`src/rtl/csl_pkg.sv`:
```
package csl_pkg;
  typedef enum logic [2:0] {
    ST_IDLE,
    ST_REQ,
    ST_RSP,
    ST_WR0,
    ST_WR1
  } csl_state_e;

  typedef enum logic [1:0] {
    SLOT_TGT,
    SLOT_LO,
    SLOT_HI
  } csl_slot_e;
endpackage

```
`src/rtl/csl_rd_ptr.sv`:
```
module csl_rd_ptr #(
  parameter int AW = 16
) (
  input  logic          clk,
  input  logic          rst_n,
  input  logic          load,
  input  logic [AW-1:0] base,
  input  logic          adv,
  output logic [AW-1:0] ptr
);
  always_ff @(posedge clk or negedge rst_n) begin
    if (!rst_n)    ptr <= '0;
    else if (load) ptr <= base;
    else if (adv)  ptr <= ptr + AW'(1);
  end
endmodule

```
`src/rtl/csl_entry_guard.sv`:
```
module csl_entry_guard #(
  parameter int LIMIT = 1024
) (
  input  logic clk,
  input  logic rst_n,
  input  logic clear,
  input  logic bump,
  output logic at_last
);
  localparam int CW = $clog2(LIMIT + 1);
  logic [CW-1:0] cnt;

  always_ff @(posedge clk or negedge rst_n) begin
    if (!rst_n)     cnt <= '0;
    else if (clear) cnt <= '0;
    else if (bump)  cnt <= cnt + CW'(1);
  end

  assign at_last = (cnt == CW'(LIMIT - 1));
endmodule

```
`src/rtl/csl_loader.sv`:
```
module csl_loader
  import csl_pkg::*;
#(
  parameter int MEM_AW      = 16,
  parameter int WORD_W      = 16,
  parameter int CS_AW       = 12,
  parameter int MAX_ENTRIES = 1024
) (
  input  logic              clk,
  input  logic              rst_n,
  input  logic              start,
  input  logic [MEM_AW-1:0] base_addr,
  output logic              busy,
  output logic              done,
  output logic              timeout,
  output logic              mem_req_valid,
  input  logic              mem_req_ready,
  output logic [MEM_AW-1:0] mem_req_addr,
  input  logic              mem_rsp_valid,
  output logic              mem_rsp_ready,
  input  logic [WORD_W-1:0] mem_rsp_data,
  output logic              cs_we,
  output logic              cs_half,
  output logic [CS_AW-1:0]  cs_addr,
  output logic [WORD_W-1:0] cs_data
);
  localparam logic [CS_AW-1:0] TERM = '1;

  csl_state_e state;
  csl_slot_e  slot;
  logic [CS_AW-1:0]  tgt;
  logic [WORD_W-1:0] lo_q, hi_q;
  logic [CS_AW-1:0]  field;
  logic              take, ptr_load, ptr_adv, guard_last, entry_done;

  assign field      = mem_rsp_data[WORD_W-1 -: CS_AW];
  assign take       = (state == ST_RSP) && mem_rsp_valid;
  assign ptr_load   = (state == ST_IDLE) && start;
  assign ptr_adv    = (state == ST_REQ) && mem_req_ready;
  assign entry_done = (state == ST_WR1);

  csl_rd_ptr #(.AW(MEM_AW)) u_ptr (
    .clk(clk), .rst_n(rst_n), .load(ptr_load), .base(base_addr),
    .adv(ptr_adv), .ptr(mem_req_addr)
  );

  csl_entry_guard #(.LIMIT(MAX_ENTRIES)) u_guard (
    .clk(clk), .rst_n(rst_n), .clear(ptr_load), .bump(entry_done),
    .at_last(guard_last)
  );

  always_ff @(posedge clk or negedge rst_n) begin
    if (!rst_n) begin
      state   <= ST_IDLE;
      slot    <= SLOT_TGT;
      tgt     <= '0;
      lo_q    <= '0;
      hi_q    <= '0;
      done    <= 1'b0;
      timeout <= 1'b0;
    end else begin
      unique case (state)
        ST_IDLE: if (start) begin
          state   <= ST_REQ;
          slot    <= SLOT_TGT;
          done    <= 1'b0;
          timeout <= 1'b0;
        end
        ST_REQ: if (mem_req_ready) state <= ST_RSP;
        ST_RSP: if (take) begin
          unique case (slot)
            SLOT_TGT: begin
              tgt <= field;
              if (field == TERM) begin
                state <= ST_IDLE;
                done  <= 1'b1;
              end else begin
                slot  <= SLOT_LO;
                state <= ST_REQ;
              end
            end
            SLOT_LO: begin
              lo_q  <= mem_rsp_data;
              slot  <= SLOT_HI;
              state <= ST_REQ;
            end
            default: begin
              hi_q  <= mem_rsp_data;
              state <= ST_WR0;
            end
          endcase
        end
        ST_WR0: state <= ST_WR1;
        default: begin
          if (guard_last) begin
            state   <= ST_IDLE;
            timeout <= 1'b1;
          end else begin
            slot  <= SLOT_TGT;
            state <= ST_REQ;
          end
        end
      endcase
    end
  end

  assign busy          = (state != ST_IDLE);
  assign mem_req_valid = (state == ST_REQ);
  assign mem_rsp_ready = (state == ST_RSP);
  assign cs_we         = (state == ST_WR0) || (state == ST_WR1);
  assign cs_half       = (state == ST_WR1);
  assign cs_addr       = tgt;
  assign cs_data       = (state == ST_WR1) ? hi_q : lo_q;
endmodule

```
`config.mk`:
```
export PLATFORM = sky130hd
export DESIGN_NAME = csl_loader
export DESIGN_NICKNAME = d
export VERILOG_FILES = /design/src/rtl/csl_pkg.sv /design/src/rtl/csl_rd_ptr.sv /design/src/rtl/csl_entry_guard.sv /design/src/rtl/csl_loader.sv
export SDC_FILE = /design/constraint.sdc
export NUM_CORES = 1
export LEC_CHECK = 0
export BUFFER_PORTS_ARGS = -buffer_cell sky130_fd_sc_hd__buf_2
export CORE_AREA = 2 2 65 113
export CTS_CLUSTER_SIZE = 24
export DETAILED_ROUTE_END_ITERATION = 12
export DIE_AREA = 0 0 67 115
export PLACE_DENSITY = 0.83
export SLEW_MARGIN = 15
export SYNTH_ARGS = -nofsm -noshare
export SYNTH_HDL_FRONTEND = slang
export SYNTH_SLANG_ARGS = --single-unit
export TNS_END_PERCENT = 10
```
`constraint.sdc`:
```
create_clock -name clk -period 5.6 [get_ports clk]
set_clock_uncertainty 0.05 [all_clocks]
set_input_delay 0 -clock clk [delete_from_list [all_inputs] [get_ports clk]]
set_output_delay 0 -clock clk [all_outputs]
set_load 0.005 [all_outputs]
```
# Yosys cells after proc, flatten, opt, wreduce, memory -nomap -nowiden
# Index checks and enable logic that the tools add are counted.
# classes
n_addsub	2
n_eq_ne	15
mux	25
bitwise	3
n_reduce_logical	21
# ops
cell	n
$mux 16	3
$mux 11	2
$add 16x1->16 const B	1
$reduce_and 3->1	5
$eq 12x12->1 const B	1
$pmux 3 s4	1
$add 11x1->11 const B	1
$eq 11x10->1 const B	1
$mux 3	3
$mux 2	4
$ne 2x1->1 const B	4
$reduce_bool 2->1	4
$mux 1	7
$eq 3x2->1 const B	2
$pmux 2 s3	1
$pmux 3 s2	1
$reduce_and 6->1	1
$reduce_and 5->1	1
$pmux 1 s2	2
$pmux 2 s2	1
$reduce_or 2->1	2
$eq 3x1->1 const B	1
$eq 3x3->1 const B	1
$logic_and 1x1->1	3
11 further kinds	13
# totals
register_bits	78
wordCells	75

# Depth between registers and ports, before layout
# Gate-level depths: netlist of the first run.
# logic_depth
depth_word	5
depth_mapped	6
mapped_depth_nobuf	5

# Modules after synthesis
# A second synthesis of the first run with hierarchy kept.
# unflattened
cells_unflattened	311
area_unflattened_um2	3824.9
# by_module_without_submodules
module	instances	cells_each	area_per_inst_um2	seq_area_each_um2
csl_loader	1	156	2326.0	1276.2
csl_rd_ptr	1	99	943.4	400.4
csl_entry_guard	1	56	555.5	275.3

# Least setup slack after synthesis of the first run
# Ideal clock, no wire load.
# synth_path
path_kind	register to register
from	register state[2]
to	register u_ptr.ptr[10]
arrival_time_ns	1.590
slack_ns	3.841
path_stages_with_launch	7
path_cell_list	dfrtp_1 > buf_2 > or4b_1 > clkbuf_1 > and2_0 > mux2i_1 > nand2_1
# synth_via
elab_chain_cells	3
elab_cells_between_ends	6
# synth_lines
element	line	rtl
from (decl)	csl_loader.sv:29	csl_state_e state;
from (signal assigned)	csl_loader.sv:54	state <= ST_IDLE;
from (signal assigned)	csl_loader.sv:64	state <= ST_REQ;
from (signal assigned)	csl_loader.sv:69	ST_REQ: if (mem_req_ready) state <= ST_RSP;
$eq 3x1->1 / $logic_not 3->1 (equally long branches)	csl_loader.sv:39, csl_loader.sv:38	
$logic_and 1x1->1 (on tied branches)	csl_loader.sv:39, csl_loader.sv:38	
$reduce_bool 2->1 (no line) / $mux 16 (equally long branches)	-	
to (signal assigned)	csl_rd_ptr.sv:13	else if (load) ptr <= base;
to (signal assigned)	csl_rd_ptr.sv:14	else if (adv) ptr <= ptr + AW'(1);
to (decl)	csl_rd_ptr.sv:9	output logic [AW-1:0] ptr
# Several ways; a longest one is shown, not always the timed one.
# A chain may end at the register's enable or synchronous reset.

# Worst setup path after layout of the first run
# layout_path
from	register state[0]
to	output cs_we
# layout_via
elab_chain_cells	2
elab_cells_between_ends	3
# layout_lines
element	line	rtl
$eq 3x2->1 / $eq 3x3->1 (equally long branches)	csl_loader.sv:110	assign cs_we = (state == ST_WR0) || (state == ST_WR1);
$logic_or 1x1->1 (*)	csl_loader.sv:110	
to (decl)	csl_loader.sv:22	output logic cs_we,
# Mark *: on every way between the ends. The rest lies on a longest branch, timed or not.

==> flow_metrics.env, run 1 <==
export IMPL_ctsHoldBuffers=34
export IMPL_diodes=0
export IMPL_setup_tns_ps=0
export IMPL_cts_resized=0
export IMPL_final_antenna_net_count=0
export IMPL_synthAdderAreaFrac=0.00655
export IMPL_die_height_um=115
export IMPL_fillers=486
export IMPL_synth_xor_area_frac=0.0183
export IMPL_reg2reg_depth=5
export IMPL_detail_route_wl_per_cell_um=15.8
export IMPL_grt_overflow_total=0
export IMPL_rows=40
export IMPL_synth_cell_types=50
export IMPL_crit_required_ps=5550
export IMPL_track_usage=0.258
export IMPL_fin_cells=574
export IMPL_whs_path_depth=5
export IMPL_yosys_area_share_simple=0.221
export IMPL_rsz0062_at_grt="no"
export IMPL_portBuffers=87
export IMPL_power_density_nw_per_um2=427
export IMPL_ys_warn_count=0
export IMPL_wl_um=9090
export IMPL_coreArea_um2=6810
export IMPL_cp_num_buf_inv=2
export IMPL_fp_dieW_um=67
export IMPL_syn_inst=370
export IMPL_grt_max_degree=79
export IMPL_yosysMostFrequentCell="nand2_1"
export IMPL_cp_top_family="simple AND/OR/NAND/NOR gates"
export IMPL_hpwl_um=6080
export IMPL_cp_max_fo=26
export IMPL_nNetsFinal=526
export IMPL_tightest_slew_ps=990
export IMPL_slew_headroom=0.340
export IMPL_whs_ps=16.5
export IMPL_cts_buffer_depth=2
export IMPL_fin_crit_sh=0.487
export IMPL_cts_setup_buffers=0
export IMPL_max_stage_delay_ps=750
export IMPL_drc_errors=0
export IMPL_synth_area_per_cell_um2=10.3
export IMPL_antenna_found_initial=0
export IMPL_path_cells="or3b_1, inv_2, or2_2, buf_2"
export IMPL_yosysTopAreaCell="dfrtp_1"
export IMPL_grt_pass1_wl_um=14900
export IMPL_ir_drop_v=0.000357
export IMPL_synth_top_cells_by_area="dfrtp_1, mux2_2, nand2_1"
export IMPL_reg2reg_slack_ps=2880
export IMPL_rr_startpoint="state[0]$_DFFE_PN0P_"
export IMPL_cts_sink_count=78
export IMPL_drive_above_1_share=0.322
export IMPL_synthMuxAreaShare=0.160
export IMPL_grt_pass1_vias=3205
export IMPL_holdPathEnd="state[1]$_DFFE_PN0P_"
export IMPL_hold_violations=0
export IMPL_status="finished, final reports clean"
export IMPL_yosysTopAreaCellShare=0.511
export IMPL_swShare=0.343
export IMPL_critPathLaunchType="flip-flop"
export IMPL_cts_tree="built"
export IMPL_cp_arrival_ps=2680
export IMPL_r2r_end="u_guard.cnt[10]$_DFFE_PN0P_"
export IMPL_vias=3240
export IMPL_start_util=0.561
export IMPL_hold_path_class="input pin to flip-flop"
export IMPL_setup_violations_final=0
export IMPL_area_growth_pct=28.6
export IMPL_seq_area_frac_synth=0.511
export IMPL_p_seq_frac=0.425
export IMPL_htreeDepth=3
export IMPL_first_pass_iters=4
export IMPL_ios=88
export IMPL_internal_power_uw=1380
export IMPL_synth_commonest_cells="nand2_1, dfrtp_1, mux2_2, o21ai_0, nor2_1"
export IMPL_synth_edf_count=0
export IMPL_clkPwrFrac=0.248
export IMPL_root_buffer="clkbuf_16"
export IMPL_synth_area_um2=3820
export IMPL_dpl_cell_count=526
export IMPL_cp_end_kind="output pin"
export IMPL_cts_inserted_buffers=9
export IMPL_postSynth_asyncResetShare=1.00
export IMPL_clk_latency_ps=330
export IMPL_crit_type="flip-flop to output pin"
export IMPL_synth_compound_area_frac=0.0606
export IMPL_synth_top_family_by_area="simple AND/OR/NAND/NOR gates"
export IMPL_clock_fmax_mhz=367
export IMPL_finalPower_uw=2100
export IMPL_vias_per_cell=5.64
export IMPL_clk_pin_slew_ps=60
export IMPL_slew_violations=0
export IMPL_cpMaxStageDelayCell="or3b_1"
export IMPL_dieArea_um2=7710
export IMPL_hp_start="mem_req_ready"
export IMPL_synth_seq_cells=78
export IMPL_gp_congestion=0.830
export IMPL_syn_nets=409
export IMPL_p_leak_uw=0.00244
export IMPL_ys_flop_type="dfrtp_1"
export IMPL_drtIter0Drc=150
export IMPL_cap_viol_max_count=0
export IMPL_layout_min_cycle_time_ps=2730
export IMPL_comb_power_share=0.327
export IMPL_p_switching_uw=719
export IMPL_final_util=0.722
==> layout make-up <==
class	instances	area (µm²)	share of cell area
multi-input cells	272	1790	0.365
inverters	4	15.0	0.00306
clock inverters	4	25.0	0.00509
repair buffers	122	786	0.160
flip-flops and latches	78	1950	0.397
clock buffers	10	239	0.0486
well taps	84	105	0.0214
==> sequential cells by signal (all words and copies together), names as in the netlist <==
register     flops
hi_q            16
slot             2
cs_addr         12
state            3
done             1
u_guard.cnt     11
lo_q            16
timeout          1
u_ptr.ptr       16
==> per-layer routing <==
layer,part of all wire,track usage,vias up,routed length [µm]
met1,0.38,0.295,1586,3460
met5,0,0,-,0
met3,0.050,0.0450,24,456
met2,0.54,0.447,108,4900
li1,-,-,1522,-
met4,0.029,0.136,0,268
==> worst max path at each step <==
stage	start	cells after the start	to
after CTS	state[0]$_DFFE_PN0P_	4	cs_we
after detailed placement	state[2]$_DFFE_PN0P_	5	u_guard.cnt[9]$_DFFE_PN0P_
after floorplan	state[2]$_DFFE_PN0P_	6	u_ptr.ptr[10]$_DFFE_PN0P_
after global routing	state[0]$_DFFE_PN0P_	5	u_guard.cnt[8]$_DFFE_PN0P_
final	state[0]$_DFFE_PN0P_	4	cs_we
after global placement	state[2]$_DFFE_PN0P_	5	u_guard.cnt[10]$_DFFE_PN0P_
==> placed cells by master, fill, tap and decap left out, types with 9 or more instances in the layout <==
master	count
buf_2	86
clkbuf_16	9
dfrtp_1	78
dlygate4sd3_1	34
mux2_2	45
mux2i_1	9
nand2_1	83
nand3_1	10
nand4_1	9
nor2_1	18
o21ai_0	24
==> tightest hold or removal path, delay by kind of cell <==
kind	cells	cell delay, ps
simple gates	3	210
buf+inv	1	100
compound gates	1	40
==> logic make-up (layout without fill, tap and decap cells) <==
kind of cell / Yosys count / after routing
AOI/OAI and AO/OA: 41 / 41
xor gates and xnor gates: 8 / 8
DFF: 78 / 78
buffers and inverters: 20 / 140
muxes: 55 / 55
and+or+nand+nor: 166 / 166
adders and majority gates: 2 / 2
==> power groups by stage <==
stage	Clock, µW	Sequential, µW	Combinational [µW]
detailed placement	0	896	667
global route	558	917	769
CTS	531	888	687
finish	521	892	687
floorplan	0	855	435
global placement	0	878	639
==> metrics by stage <==
step           instance area (µm²)  setup slack, ps
2_1_floorplan                 3820             3840
6_report                      4910             2870
5_1_grt                       4910             2500
3_5_place_dp                  4310             2900
3_3_place_gp                  4310             2940
4_1_cts                       4910             2880
No activity file was read; power rests on OpenSTA's default activity.
==> inputs of run 2 (changes only) <==
--- a/config.mk
+++ b/config.mk
@@ -5,12 +5,13 @@
 export SDC_FILE = /design/constraint.sdc
 export NUM_CORES = 1
 export LEC_CHECK = 0
+export ABC_AREA = 1
 export BUFFER_PORTS_ARGS = -buffer_cell sky130_fd_sc_hd__buf_2
-export CORE_AREA = 2 2 65 113
+export CORE_AREA = 2 2 68 119
 export CTS_CLUSTER_SIZE = 24
 export DETAILED_ROUTE_END_ITERATION = 12
-export DIE_AREA = 0 0 67 115
-export PLACE_DENSITY = 0.83
+export DIE_AREA = 0 0 70 121
+export PLACE_DENSITY = 0.78
 export SLEW_MARGIN = 15
 export SYNTH_ARGS = -nofsm -noshare
 export SYNTH_HDL_FRONTEND = slang
==> constraint.sdc (replaced) <==
create_clock -name clk -period 2.55 [get_ports clk]
set_clock_uncertainty 0.05 [all_clocks]
set_input_delay 0 -clock clk [delete_from_list [all_inputs] [get_ports clk]]
set_output_delay 0 -clock clk [all_outputs]
set_load 0.005 [all_outputs]
==> flow_metrics.env, run 2 <==
export IMPL_status="finished, final reports clean"
export IMPL_synth_area_um2=3990
export IMPL_cp_num_buf_inv=2
export IMPL_yosys_area_share_simple=0.283
export IMPL_cts_sink_count=78
export IMPL_hold_violations=0
export IMPL_rr_startpoint="state[1]$_DFFE_PN0P_"
export IMPL_holdPathEnd="state[1]$_DFFE_PN0P_"
export IMPL_fin_crit_sh=0.863
export IMPL_ir_drop_v=0.000582
export IMPL_diodes=0
export IMPL_cp_top_family="buffers and inverters"
export IMPL_slew_violations=0
export IMPL_r2r_end="u_ptr.ptr[2]$_DFFE_PN0P_"
export IMPL_p_leak_uw=0.00261
export IMPL_dp_slack_ps=586
export IMPL_rsz0062_at_grt="no"
export IMPL_synth_seq_cells=78
export IMPL_track_usage=0.254
export IMPL_detail_route_wl_per_cell_um=14.3
export IMPL_ys_warn_count=0
export IMPL_tightest_slew_ps=974
export IMPL_use_met1=0.279
export IMPL_synth_compound_area_frac=0.139
export IMPL_syn_inst=498
export IMPL_yosysMostFrequentCell="nand2_1"
export IMPL_yosysTopAreaCell="dfrtp_1"
export IMPL_setup_violations_final=0
export IMPL_drive_above_1_share=0.244
export IMPL_wl_um=10200
export IMPL_drc_errors=0
export IMPL_drtIter0Drc=206
export IMPL_syn_nets=537
export IMPL_grtUsageMet3=0.0556
export IMPL_vias=3663
export IMPL_portBuffers=87
export IMPL_cp_max_fo=16
export IMPL_coreArea_um2=7460
export IMPL_postSynth_asyncResetShare=1.00
export IMPL_start_util=0.534
export IMPL_setup_tns_ps=0
export IMPL_vias_per_cell=5.17
export IMPL_reg_top3="hi_q x16, lo_q x16, u_ptr.ptr x16"
export IMPL_area_growth_pct=27.8
export IMPL_synth_edf_count=0
export IMPL_power_density_nw_per_um2=1030
export IMPL_whs_path_depth=4
export IMPL_cp_end_kind="flip-flop"
export IMPL_rows=42
export IMPL_first_pass_iters=5
export IMPL_path_cells="nor2_2, nand3_2, inv_2, a311oi_1, nor2_1, dlygate4sd3_1"
export IMPL_die_height_um=121
export IMPL_synth_cell_types=34
export IMPL_crit_required_ps=2760
export IMPL_final_common_cell="nand2_1"
export IMPL_grt_overflow_total=0
export IMPL_clock_fmax_mhz=454
export IMPL_clk_pin_slew_ps=60
export IMPL_clk_latency_ps=330
export IMPL_cap_viol_max_count=0
export IMPL_cts_setup_buffers=0
export IMPL_crit_type="flip-flop to flip-flop"
export IMPL_layout_setup_ws_ps=350
export IMPL_nNetsFinal=656
export IMPL_hpwl_um=6840
export IMPL_synthMuxAreaShare=0.00251
export IMPL_synth_top_family_by_area="simple AND/OR/NAND/NOR gates"
export IMPL_ys_flop_type="dfrtp_1"
export IMPL_fp_dieW_um=70
export IMPL_root_buffer="clkbuf_16"
export IMPL_final_util=0.682
export IMPL_cts_inserted_buffers=9
export IMPL_dieArea_um2=8470
export IMPL_final_antenna_net_count=0
export IMPL_layout_min_cycle_time_ps=2200
export IMPL_reg2reg_slack_ps=350
export IMPL_cts_buffer_depth=2
export IMPL_slew_headroom=0.351
export IMPL_grt_busiest_layer="met2"
export IMPL_gp_congestion=0.835
export IMPL_ios=88
export IMPL_antenna_found_initial=0
export IMPL_gr_usage_met2=0.452
export IMPL_cts_tree="built"
export IMPL_reg2reg_depth=6
export IMPL_final_cell_mix="nand2_1, buf_2, dfrtp_1, inv_1, o21ai_0"
export IMPL_htreeDepth=3
export IMPL_synth_area_per_cell_um2=8.00
export IMPL_cp_arrival_ps=2410
export IMPL_seq_area_frac_synth=0.490
export IMPL_cpMaxStageDelayCell="dlygate4sd3_1"
export IMPL_hp_start="mem_rsp_valid"
export IMPL_hold_path_class="input pin to flip-flop"
export IMPL_synth_xor_area_frac=0.00659
export IMPL_synth_commonest_cells="nand2_1, dfrtp_1, inv_1, o21ai_0, nor2_1"
export IMPL_yosysTopAreaCellShare=0.490
export IMPL_critPathLaunchType="flip-flop"
export IMPL_grt_pass1_wl_um=16800
export IMPL_grt_max_degree=79
export IMPL_grt_pass1_vias=3648
export IMPL_synthAdderAreaFrac=0.00628
export IMPL_max_stage_delay_ps=570
export IMPL_synth_top_cells_by_area="dfrtp_1, nand2_1, o21ai_0"
==> run 2: cell count changes after synthesis, sizes merged, moves of 16 or more <==
| cell | previous run | this run |
|---|---|---|
| nand2 | 83 | 170 |
| o21ai | 24 | 71 |
| inv | 4 | 50 |
| mux2 | 46 | 0 |
| nor2 | 18 | 39 |
| nand3 | 11 | 27 |
==> run 2: worst min-delay path, delay by kind of cell <==
kind	cells	cell delay, ps
buf+inv	2	180
compound gates	1	90
simple gates	1	70
==> run 2: cells by family after synthesis <==
kind of cell,count (synthesis)
and+or+nand+nor,254
muxes,1
AOI/OAI and AO/OA,93
DFF,78
xor gates and xnor gates,3
adders and majority gates,2
buffers and inverters,67
==> run 2: worst max-delay path by stage <==
stage                                     startpoint                        to  slack, ps  cells after the start
after floorplan           u_guard.cnt[0]$_DFFE_PN0P_       slot[0]$_DFFE_PN0P_       1110                      9
after global placement          state[2]$_DFFE_PN0P_       hi_q[1]$_DFFE_PN0P_        630                      8
after detailed placement        state[2]$_DFFE_PN0P_       hi_q[7]$_DFFE_PN0P_        590                      8
after CTS                       state[1]$_DFFE_PN0P_  u_ptr.ptr[2]$_DFFE_PN0P_        390                      6
after global routing            state[1]$_DFFE_PN0P_  u_ptr.ptr[2]$_DFFE_PN0P_        260                      6
final                           state[1]$_DFFE_PN0P_  u_ptr.ptr[2]$_DFFE_PN0P_        350                      6
==> run 2: layout make-up <==
cell class,count,area (µm²)
Sequential cell,78,1950
Clock buffer,10,239
Clock inverter,4,48.8
Inverter,50,188
Tap cell,88,110
Multi-Input combinational cell,353,1740
Fill cell,610,2370
Timing Repair Buffer,125,811
==> run 2: layer usage <==
metal / vias up / routed length, µm / share of wire
met1: 1696 / 3970 / 0.39
met5: - / 0 / 0
li1: 1850 / - / -
met4: 0 / 336 / 0.033
met2: 99 / 5370 / 0.53
met3: 18 / 471 / 0.046
==> run 2: metrics by stage <==
| step | hold slack, ps | power [µW] | instances | instance area (µm²) |
|---|---|---|---|---|
| 6_report | 6.65 | 5260 | 708 | 5090 |
| 3_5_place_dp | 180 | 3960 | 659 | 4450 |
| 3_3_place_gp | 175 | 3910 | 659 | 4450 |
| 2_1_floorplan | -346 | 3240 | 498 | 3990 |
| 4_1_cts | 7.43 | 5300 | 708 | 5090 |
| 5_1_grt | 31.7 | 5650 | 708 | 5090 |
==> run 2: what timing repair did <==
item / in CTS / in global routing
endpoints found under the hold margin: 132 / 0
resized for setup: 0 / 0
hold buffers: 35 / 0
==> run 2: where the power goes <==
| group | switching, µW | internal, µW | total (µW) |
|---|---|---|---|
| combinational | 1140 | 848 | 1990 |
| sequential | 353 | 1670 | 2020 |
| clock | 478 | 771 | 1250 |
| total | 1970 | 3290 | 5260 |
